$ cat config.mk
export PLATFORM = sky130hd
export DESIGN_NAME = strobed_in_chan
export DESIGN_NICKNAME = d
export VERILOG_FILES = /design/src/rtl/sih_pkg.sv /design/src/rtl/sih_sync.sv /design/src/rtl/sih_edge.sv /design/src/rtl/sih_flags.sv /design/src/rtl/sih_pcmap.sv /design/src/rtl/strobed_in_chan.sv
export SDC_FILE = /design/constraint.sdc
export NUM_CORES = 1
export LEC_CHECK = 0
export BUFFER_PORTS_ARGS = -buffer_cell sky130_fd_sc_hd__clkbuf_2
export CAP_MARGIN = 10
export CELL_PAD_IN_SITES_DETAIL_PLACEMENT = 0
export CELL_PAD_IN_SITES_GLOBAL_PLACEMENT = 1
export CORE_MARGIN = 5
export CORE_UTILIZATION = 39
export CTS_BUF_LIST = sky130_fd_sc_hd__clkbuf_16
export DETAILED_ROUTE_END_ITERATION = 10
export HOLD_SLACK_MARGIN = 0.15
export PLACE_DENSITY = 0.93
export REMOVE_ABC_BUFFERS = 1
export SLEW_MARGIN = 10
export SYNTH_ARGS = -nofsm -noshare
export SYNTH_HDL_FRONTEND = slang
export SYNTH_SLANG_ARGS = --single-unit
$ cat constraint.sdc
create_clock -name clk -period 2.6 [get_ports clk]
set_clock_uncertainty 0.1 [all_clocks]
set_input_delay 0.13 -clock clk [delete_from_list [all_inputs] [get_ports clk]]
set_output_delay 0.13 -clock clk [all_outputs]
set_load 0.05 [all_outputs]
$ cat src/rtl/sih_pkg.sv
package sih_pkg;

  typedef enum logic {
    SIH_CHAN_A = 1'b0,
    SIH_CHAN_B = 1'b1
  } sih_chan_e;

  // Port-C placement of one channel's signals
  typedef struct packed {
    logic [2:0] intr_pos;
    logic [2:0] ibf_pos;
    logic [2:0] inte_pos;
  } sih_pcmap_t;

  function automatic sih_pcmap_t sih_map(sih_chan_e chan);
    sih_pcmap_t m;
    if (chan == SIH_CHAN_A) begin
      m.intr_pos = 3'd3;
      m.ibf_pos  = 3'd5;
      m.inte_pos = 3'd4;
    end else begin
      m.intr_pos = 3'd0;
      m.ibf_pos  = 3'd1;
      m.inte_pos = 3'd2;
    end
    return m;
  endfunction

  // Strobe level sets, read rising edge clears, strobe wins
  function automatic logic sih_ibf_next(logic ibf_q, logic stb_lo, logic rd_rise);
    return stb_lo | (ibf_q & ~rd_rise);
  endfunction

  // Request is sticky until read falls or enable drops
  function automatic logic sih_intr_next(logic intr_q, logic ibf_q, logic stb_hi,
                                         logic rd_hi, logic rd_rise, logic rd_fall,
                                         logic inte_q);
    logic set_c;
    set_c = stb_hi & ibf_q & rd_hi & ~rd_rise;
    return inte_q & ~rd_fall & (intr_q | set_c);
  endfunction

  function automatic logic sih_inte_next(logic inte_q, logic wr, logic [2:0] bit_idx,
                                         logic val, logic [2:0] own_pos);
    return (wr && (bit_idx == own_pos)) ? val : inte_q;
  endfunction

endpackage

$ cat src/rtl/sih_sync.sv
module sih_sync #(
  parameter int          W       = 1,
  parameter int          STAGES  = 2,
  parameter logic [W-1:0] RST_VAL = '0
) (
  input  logic         clk,
  input  logic         rst_n,
  input  logic [W-1:0] d,
  output logic [W-1:0] q
);

  logic [W-1:0] src [STAGES];
  logic [W-1:0] stg [STAGES];

  for (genvar g = 0; g < STAGES; g++) begin : g_stage
    if (g == 0) begin : g_first
      assign src[g] = d;
    end else begin : g_next
      assign src[g] = stg[g-1];
    end

    always_ff @(posedge clk or negedge rst_n) begin
      if (!rst_n) stg[g] <= RST_VAL;
      else        stg[g] <= src[g];
    end
  end

  assign q = stg[STAGES-1];

endmodule

$ cat src/rtl/sih_edge.sv
module sih_edge #(
  parameter logic IDLE = 1'b1
) (
  input  logic clk,
  input  logic rst_n,
  input  logic lvl,
  output logic rise,
  output logic fall
);

  logic prev_q;

  always_ff @(posedge clk or negedge rst_n) begin
    if (!rst_n) prev_q <= IDLE;
    else        prev_q <= lvl;
  end

  assign rise = lvl & ~prev_q;
  assign fall = ~lvl & prev_q;

endmodule

$ cat src/rtl/sih_flags.sv
module sih_flags
  import sih_pkg::*;
#(
  parameter int          DATA_W   = 8,
  parameter logic [2:0]  INTE_POS = 3'd4
) (
  input  logic              clk,
  input  logic              rst_n,
  input  logic              stb_s,
  input  logic [DATA_W-1:0] data_s,
  input  logic              rd_s,
  input  logic              rd_rise,
  input  logic              rd_fall,
  input  logic              bsr_wr,
  input  logic [2:0]        bsr_bit,
  input  logic              bsr_val,
  output logic [DATA_W-1:0] hold_q,
  output logic              ibf_q,
  output logic              intr_q,
  output logic              inte_q
);

  logic capture;
  logic ibf_d, intr_d, inte_d;

  assign capture = ~stb_s;
  assign ibf_d   = sih_ibf_next(ibf_q, capture, rd_rise);
  assign intr_d  = sih_intr_next(intr_q, ibf_q, stb_s, rd_s, rd_rise, rd_fall, inte_q);
  assign inte_d  = sih_inte_next(inte_q, bsr_wr, bsr_bit, bsr_val, INTE_POS);

  always_ff @(posedge clk or negedge rst_n) begin
    if (!rst_n) begin
      hold_q <= '0;
      ibf_q  <= 1'b0;
      intr_q <= 1'b0;
      inte_q <= 1'b0;
    end else begin
      if (capture) hold_q <= data_s;
      ibf_q  <= ibf_d;
      intr_q <= intr_d;
      inte_q <= inte_d;
    end
  end

endmodule

$ cat src/rtl/sih_pcmap.sv
module sih_pcmap
  import sih_pkg::*;
#(
  parameter sih_chan_e CHAN = SIH_CHAN_A
) (
  input  logic       ibf,
  input  logic       intr,
  output logic [7:0] pc_out,
  output logic [7:0] pc_oe
);

  localparam sih_pcmap_t MAP = sih_map(CHAN);

  for (genvar i = 0; i < 8; i++) begin : g_pin
    localparam bit IS_INTR = (3'(i) == MAP.intr_pos);
    localparam bit IS_IBF  = (3'(i) == MAP.ibf_pos);
    if (IS_INTR) begin : g_intr
      assign pc_out[i] = intr;
      assign pc_oe[i]  = 1'b1;
    end else if (IS_IBF) begin : g_ibf
      assign pc_out[i] = ibf;
      assign pc_oe[i]  = 1'b1;
    end else begin : g_none
      assign pc_out[i] = 1'b0;
      assign pc_oe[i]  = 1'b0;
    end
  end

endmodule

$ cat src/rtl/strobed_in_chan.sv
module strobed_in_chan
  import sih_pkg::*;
#(
  parameter int        DATA_W      = 8,
  parameter int        SYNC_STAGES = 2,
  parameter sih_chan_e CHAN        = SIH_CHAN_A
) (
  input  logic              clk,
  input  logic              rst_n,
  input  logic [DATA_W-1:0] pin_data,
  input  logic              pin_stb_n,
  input  logic              cpu_rd_n,
  input  logic              bsr_wr,
  input  logic [2:0]        bsr_bit,
  input  logic              bsr_val,
  output logic [DATA_W-1:0] rd_data,
  output logic              ibf,
  output logic              intr,
  output logic              inte,
  output logic [7:0]        pc_out,
  output logic [7:0]        pc_oe
);

  localparam sih_pcmap_t MAP      = sih_map(CHAN);
  localparam logic [2:0] INTE_POS = MAP.inte_pos;
  localparam int         BUN_W    = DATA_W + 1;
  localparam logic [BUN_W-1:0] BUN_RST = {1'b1, {DATA_W{1'b0}}};

  // Named internal events, also observed by the bound checker
  logic [BUN_W-1:0]  bun_s;
  logic              stb_s;
  logic [DATA_W-1:0] data_s;
  logic              rd_s;
  logic              rd_rise;
  logic              rd_fall;

  // Strobe and data share one synchroniser so they stay aligned
  sih_sync #(.W(BUN_W), .STAGES(SYNC_STAGES), .RST_VAL(BUN_RST)) u_sync_in (
    .clk(clk), .rst_n(rst_n), .d({pin_stb_n, pin_data}), .q(bun_s)
  );

  assign stb_s  = bun_s[BUN_W-1];
  assign data_s = bun_s[DATA_W-1:0];

  sih_sync #(.W(1), .STAGES(SYNC_STAGES), .RST_VAL(1'b1)) u_sync_rd (
    .clk(clk), .rst_n(rst_n), .d(cpu_rd_n), .q(rd_s)
  );

  sih_edge #(.IDLE(1'b1)) u_rd_edge (
    .clk(clk), .rst_n(rst_n), .lvl(rd_s), .rise(rd_rise), .fall(rd_fall)
  );

  sih_flags #(.DATA_W(DATA_W), .INTE_POS(INTE_POS)) u_flags (
    .clk(clk), .rst_n(rst_n),
    .stb_s(stb_s), .data_s(data_s),
    .rd_s(rd_s), .rd_rise(rd_rise), .rd_fall(rd_fall),
    .bsr_wr(bsr_wr), .bsr_bit(bsr_bit), .bsr_val(bsr_val),
    .hold_q(rd_data), .ibf_q(ibf), .intr_q(intr), .inte_q(inte)
  );

  sih_pcmap #(.CHAN(CHAN)) u_pcmap (
    .ibf(ibf), .intr(intr), .pc_out(pc_out), .pc_oe(pc_oe)
  );

endmodule

# --- After elaboration in Yosys (flattened, before gate mapping) ---
# Index checks and enable logic that the tools add are counted.
classes:
  n_div: 0
  mul: 0
  order_cmp: 0
  n_shift: 0
  n_reduce_logical: 1
  eq_ne: 1
  muxes: 0
  bitwise_logic: 15
  add_sub_neg: 0
op_table:
  columns: ["operator", "n"]
  rows:
  - ["AND 1 bit", 8]
  - ["inverter 1 bit", 5]
  - ["== test 3 bit (second input constant)", 1]
  - ["OR 1 bit", 2]
  - ["logical AND 1 bit", 1]
totals:
  mem_count: 0
  inputBits: 17
  ff_bits: 32
  ramBits: 0
  mem_bits_ro: 0
  latch_bits: 0

# --- Longest topological paths before layout ---
# Gate-level depths: netlist of the first run.
logic_depth:
  word_depth: 6
  depth_mapped: 3
  mapped_depth_nobuf: 2

# --- By module ---
# Synthesis of the first run repeated with hierarchy kept, for this count alone.
hier_totals:
  cells_unflattened: 69
  area_unflattened_um2: 1107.3
modules_own_cells:
  columns: ["module", "instances", "seq_area_each_um2", "cells_each", "area_per_inst_um2"]
  rows:
  - ["sih_sync (u_sync_in)", 1, 452.9, 18, 452.9]
  - ["sih_flags", 1, 275.3, 28, 432.9]
  - ["sih_pcmap", 1, 0.0, 18, 127.6]
  - ["sih_sync (u_sync_rd)", 1, 52.6, 2, 52.6]
  - ["sih_edge", 1, 26.3, 3, 41.3]

# --- Least setup slack after synthesis of the first run ---
# OpenSTA, ideal clock, no wires.
synth_path:
  kind: "reg2reg"
  from: "register u_sync_in.stg, in the netlist u_sync_in.q[8]"
  to: "register u_flags.hold_q[0]"
  path_stages_with_launch: 3
  n_path_buf: 1
  synth_period_minus_slack_ns: 1.189
  t_arrival_ns: 0.965
  setup_slack_ns: 1.411
  t_required_ns: 2.375
  cell_sequence: "dfstp_2 -> buf_4 -> mux2_2"
synth_rtl:
  columns: ["element", "line_no", "source"]
  rows:
  - ["start, declared", "sih_sync.sv:13", "logic [W-1:0] stg [STAGES];"]
  - ["start signal, assigned by index", "sih_sync.sv:24", "else stg[g] <= src[g];"]
  - ["end signal, assigned", "sih_flags.sv:38", "if (capture) hold_q <= data_s;"]
  - ["end, declared", "sih_flags.sv:17", "output logic [DATA_W-1:0] hold_q,"]
# No word-level cell between the ends.

# --- Final worst setup path of the first run ---
layout_path:
  from: "register u_sync_in.stg, in the netlist u_sync_in.q[8]"
  to: "register u_flags.hold_q[2]"
# No word-level cell between the ends.

==> results of run 1 <==
-- cells in the final DEF (no fill, tap or decap), drive strengths merged --
cell         count
mux2             9
conb            14
inv              1
a31oi            1
and4bb           1
nor2b            2
clkinvlp         1
clkinv           1
o21ai            1
clkbuf          34
dfstp            5
nor3b            1
bufinv           1
dlygate4sd3     12
dfrtp           27
-- repair_timing --
action | in CTS | in global routing
buffers inserted | 0 | 0
hold buffers | 12 | 0
endpoints found under the hold margin | 38 | 0
-- per-layer routing --
layer	share of wire, %	GRT usage [%]	up-vias
li1	-	-	271
met1	38	9.44	289
met2	50	15.8	29
met3	8.7	3.60	6
met4	3.4	9.81	0
met5	0	0	-
-- worst max path at each step --
| stage | start | to | slack (ns) | depth (start not counted) |
|---|---|---|---|---|
| 2_1_floorplan | u_flags.ibf_q | u_flags.intr_q | 1.14 | 2 |
| 3_3_place_gp | u_sync_in.q[8] | u_flags.hold_q[1] | 1.40 | 1 |
| 3_5_place_dp | u_sync_in.q[8] | u_flags.hold_q[6] | 1.37 | 1 |
| 4_1_cts | u_sync_in.q[8] | u_flags.hold_q[1] | 1.36 | 1 |
| 5_1_grt | u_sync_in.q[8] | u_flags.hold_q[6] | 1.33 | 1 |
| 6_report | u_sync_in.q[8] | u_flags.hold_q[2] | 1.37 | 1 |
-- power by group through the flow --
stage,sequential (uW),clock [uW],combinational [uW]
5_1_grt,560,682,211
4_1_cts,556,659,202
3_3_place_gp,562,0,184
3_5_place_dp,564,0,187
6_report,556,643,200
2_1_floorplan,634,0,66.5
-- through the flow --
stage / util, % / power [uW]
finish: 54.3 / 1400
global route: 54.3 / 1450
CTS: 54.3 / 1420
detailed placement: 43.8 / 751
global placement: 43.8 / 746
floorplan: - / 700
-- layout make-up --
type,count,area [um^2]
Inverter,1,3.75
Timing Repair Buffer,41,265
Sequential cell,32,807
Tap cell,31,38.8
Fill cell,216,1250
Multi-Input combinational cell,29,201
Clock buffer,5,125
Clock inverter,3,42.5
-- sequential cells by signal (all words and copies together) (netlist names) --
| register | cells |
|---|---|
| u_rd_edge.prev_q | 1 |
| u_flags.inte_q | 1 |
| u_sync_in.q | 9 |
| u_flags.hold_q | 8 |
| u_flags.ibf_q | 1 |
| u_sync_in.src | 9 |
| u_sync_rd.src | 1 |
| u_sync_rd.q | 1 |
| u_flags.intr_q | 1 |
-- cells by family (layout without fill, tap and decap cells) --
logic type             count (synthesis)  in the layout  synth area share (%)
AO/OA/AOI/OAI                          2              2                  1.03
buffers and inverters                 18             50                  12.0
flip-flops                            32             32                  73.7
multiplexers                           9              9                  9.60
other                                  2             14                 0.686
AND/OR/NAND/NOR                        4              4                  2.97
==> results.toml, run 1 <==
[synth]
yosysMostFrequentCell = "dfrtp_1"
yosys-top-cells-count = "dfrtp_1 (27), buf_4 (17), mux2_2 (8)"
postSynthCellCount = 67
ys_ff_latch = 32
avgSynthCellArea_um2 = 16.3
synth_top_cell_by_area = "dfrtp_1"
synth.distinct_cells = 12
synthArstFlopShare_pct = 100
netlist_area_um2 = 1090
ys_top_cells_by_area = "dfrtp_1 (62%), dfstp_2 (12%), buf_4 (12%), mux2_2 (8.2%), mux2_4 (1.4%)"
yosysWarnings = 0
synth_edf_count = 0
synth.yosys.seq_area_share_pct = 73.7
yosysTopAreaCellShare_pct = 61.7
synth_ff_type = "dfrtp_1"

[setup_path]
critical_path.top_delay_family = "flip-flops"
path_buf_inv = 0
required_ns = 2.65
end_kind = "register"
reg2reg_depth = 1
r2r_end = "u_flags.hold_q[2]"
r2r_start = "u_sync_in.q[8]"
critPathMaxFanout = 10
slowest_delay_ns = 0.65
crit_slowest_cell = "dfstp_2"
rrSetupSlack_ns = 1.37
critical_path_class = "reg -> reg"
worstPathArrival_ns = 1.28
start_kind = "register"
critical_path.cell_chain = "mux2_2"

[cts]
cts_resized = 0
cts_tree = "built"
clock_path_buffers = 2
clock_sinks = 32
cts_made_buffers = 5
cts_root_buf = "clkbuf_16"
htree_levels = 2
clk_latency_ns = 0.27
clkSlewWorstSetupHoldPaths_ns = 0.05

[pwr]
power_frac_seq_pct = 39.7
internal-power_uw = 1040
leakage_uw = 0.000725
vdd_ir_drop_max_uv = 663
p_per_area_nw_per_um2 = 943
p_sw_share_pct = 25.8
switching_power_uw = 361
combPwrFrac_pct = 14.3
clockPowerShare_pct = 46.0

[timing]
holdWs_ns = 0.229
max_slew_margin_pct = 51.1
worst_pin_slew_ns = 0.733
setup_slack_ns = 1.37
final_max_slew_viol_count = 0
fmax_ghz = 0.813
final_hold_viol_count = 0
finalSetupTns_ns = 0
rsz0062_at_grt = "no"
finalCriticalPeriod_ns = 1.23
setup_violations = 0
finalCritPeriodShare_pct = 47.3

[detailed_routing]
drc_errors = 0
wl_per_cell_um = 12.1
vias = 595
ant_nets = 0
dr.pass1.iters = 2
drt_iter0_markers = 13
vias_per_cell = 4.19
finalWirelength_um = 1720

[finish]
area_growth_syn_to_layout_pct = 35.5
drive_gt1_share_pct = 45.9
final_net_count = 127
fin_cells = 142
final_area_um2 = 1480
antenna_cells = 0

[placed_design]
postPlaceCellArea_um2 = 1200
place.gp.congestion = 0.699
pre_cts_ws_ns = 1.37
hpwl_um = 1180
place_inst = 122
port-buffer-count = 29

[grt]
grt_max_degree = 33
grt.overflow.total = 0
grt_pass1_vias = 666
antenna_found_initial = 0
grt_pass1_wl_um = 2920
grt_usage_pct = 9.88

[floorplanning]
dieArea_um2 = 3970
die_h_um = 63.0
fp.coreArea_um2 = 2730
fp.dieW_um = 63.0
initial_core_util_pct = 40.0
io_pins = 44
rows = 19

[hold_path]
whs_path_depth = 3
holdCritPathClass = "in -> reg"
min_from = "bsr_bit[2]"
whs_endpoint = "u_flags.inte_q"

[flow_run]
max_cap_viol_count = 0

[outcome]
outcome = "completed"
(Power assumes the default switching activity.)
==> run 2: changes to the inputs <==
CORE_UTILIZATION = 33   (was 39)
PLACE_DENSITY = 0.85   (was 0.93)
clock period = 1 ns   (was 2.6 ns; I/O delays follow)
==> run 2 against run 1 <==
  * The run now ends with negative setup slack left
  * Total power rose to 2.7 times the previous value
  * Clock-buffer cell count is the same
  * Routed wire length is 21% higher
  * Register-to-register slack lost 1.6 ns
  * First-iteration DRC count up 15%
  * Via count increased by 3.4%
  * Critical path type unchanged
==> results.toml, run 2 (synthesized netlist as in run 1, its figures left out) <==
[setup_path]
crit_slowest_cell = "dfstp_2"
end_kind = "register"
critical_path.cell_chain = "buf_6 -> mux2_4"
reg2reg_depth = 2
r2r_start = "u_sync_in.q[8]"
rrSetupSlack_ns = -0.22
path_buf_inv = 1
required_ns = 1.05
start_kind = "register"
slowest_delay_ns = 0.56
critical_path_class = "reg -> reg"
cp_num_cells = 2
worstPathArrival_ns = 1.27
r2r_end = "u_flags.hold_q[3]"
critPathMaxFanout = 5
critical_path.top_delay_family = "flip-flops"

[finish]
fin_cells = 164
n_fill_cell = 261
antenna_cells = 0
final_cell_mix = "dfrtp_1 (25), clkbuf_2 (16), conb_1 (14)"
final_net_count = 134
final_common_cell = "dfrtp_1"
drive_gt1_share_pct = 53.4
area_growth_syn_to_layout_pct = 60.3

[detailed_routing]
dr.pass1.iters = 4
drc_errors = 0
vias = 615
drt_iter0_markers = 15
finalWirelength_um = 2070
wl_per_cell_um = 12.6
vias_per_cell = 3.75
ant_nets = 0

[placed_design]
place.gp.congestion = 0.591
pre_cts_ws_ns = -0.212
port-buffer-count = 29
place_inst = 138
hpwl_um = 1160

[grt]
grt_pass1_vias = 627
grt_max_degree = 33
grt_usage_pct = 10.3
grt_pass1_wl_um = 3150
grt.overflow.total = 0
antenna_found_initial = 0

[timing]
rsz0062_at_grt = "yes"
final_hold_viol_count = 0
finalCriticalPeriod_ns = 1.22
final_max_slew_viol_count = 0
finalCritPeriodShare_pct = 122
setup_slack_ns = -0.220
finalSetupTns_ns = -1.84
fmax_ghz = 0.820
setup_violations = 15

[outcome]
violations = "negative setup slack"
outcome = "complete, but fails checks"

[cts]
clkSlewWorstSetupHoldPaths_ns = 0.05
clock_sinks = 32
cts_root_buf = "clkbuf_16"
htree_levels = 2
cts_tree = "built"
cts_made_buffers = 5
clk_latency_ns = 0.27
clock_path_buffers = 2

[floorplanning]
initial_core_util_pct = 33.3
die_h_um = 67.6
dieArea_um2 = 4570
io_pins = 44
fp.dieW_um = 67.6
fp.coreArea_um2 = 3280
rows = 21

[flow_run]
max_cap_viol_count = 0

[pwr]
report.power.total_uw = 3850
vdd_ir_drop_max_uv = 1140
leakage_uw = 0.000844
p_per_area_nw_per_um2 = 2190

[hold_path]
holdCritPathClass = "in -> async"
-- run 2: cell count changes in the layout (fill, tap and decap cells not counted), sizes merged --
cell,delta
clkbuf,-13
buf,+20
-- run 2: area by class of cell --
| type | count | area, um^2 | share of cell area (%) |
|---|---|---|---|
| multi-input combinational | 29 | 245 | 14.0 |
| tap | 46 | 57.6 | 3.28 |
| sequential | 32 | 810 | 46.1 |
| timing repair buffer | 48 | 472 | 26.9 |
| clock buffer | 5 | 125 | 7.13 |
| clock inverter | 3 | 42.5 | 2.42 |
| inverter | 1 | 3.75 | 0.214 |
-- run 2: repair_timing --
| action | CTS | global route |
|---|---|---|
| setup buffers | 4 | 2 |
| hold buffers | 12 | 0 |
| endpoints found under the hold margin | 43 | 0 |
| setup endpoints to repair | 22 | 23 |
| pin swaps | 2 | 1 |
| gates resized for setup | 38 | 18 |
-- run 2: how the worst max path moves through the flow --
| stage | start | endpoint |
|---|---|---|
| after floorplan | u_flags.ibf_q | u_flags.intr_q |
| after global placement | u_sync_in.q[8] | u_flags.hold_q[3] |
| after detailed placement | u_sync_in.q[8] | u_flags.hold_q[0] |
| after CTS | u_sync_in.q[8] | u_flags.hold_q[6] |
| after global routing | u_sync_in.q[8] | u_flags.hold_q[3] |
| final | u_sync_in.q[8] | u_flags.hold_q[3] |
-- run 2: stage by stage --
| stage | utilization, % | hold slack (ns) | instance area (um^2) |
|---|---|---|---|
| finish | 53.4 | 0.191 | 1760 |
| global route | 53.4 | 0.193 | 1760 |
| CTS | 52.0 | 0.132 | 1710 |
| detailed placement | 37.6 | -0.0773 | 1230 |
| global placement | 37.6 | -0.0907 | 1230 |
| floorplan | - | -0.346 | 1010 |
-- run 2: worst reg2reg max path: stages (launching register included) --
cell	delay (ns)
dfstp_2	0.56
buf_6	0.14
mux2_4	0.30
-- run 2: power by group --
group	leakage [uW]	internal, uW	switching (uW)	total [uW]
Sequential	0.000366	1400	71.6	1470
Combinational	0.000399	300	410	710
Clock	0.0000798	1170	500	1670
-- run 2: metal layers --
| metal | vias up | wire length, um | GRT usage, % | share of wire, % |
|---|---|---|---|---|
| met3 | 5 | 160 | 4.99 | 7.7 |
| met5 | - | 0 | 0 | 0 |
| met2 | 26 | 1110 | 15.7 | 53 |
| met4 | 0 | 59 | 6.08 | 2.9 |
| li1 | 285 | - | - | - |
| met1 | 299 | 743 | 11.5 | 36 |
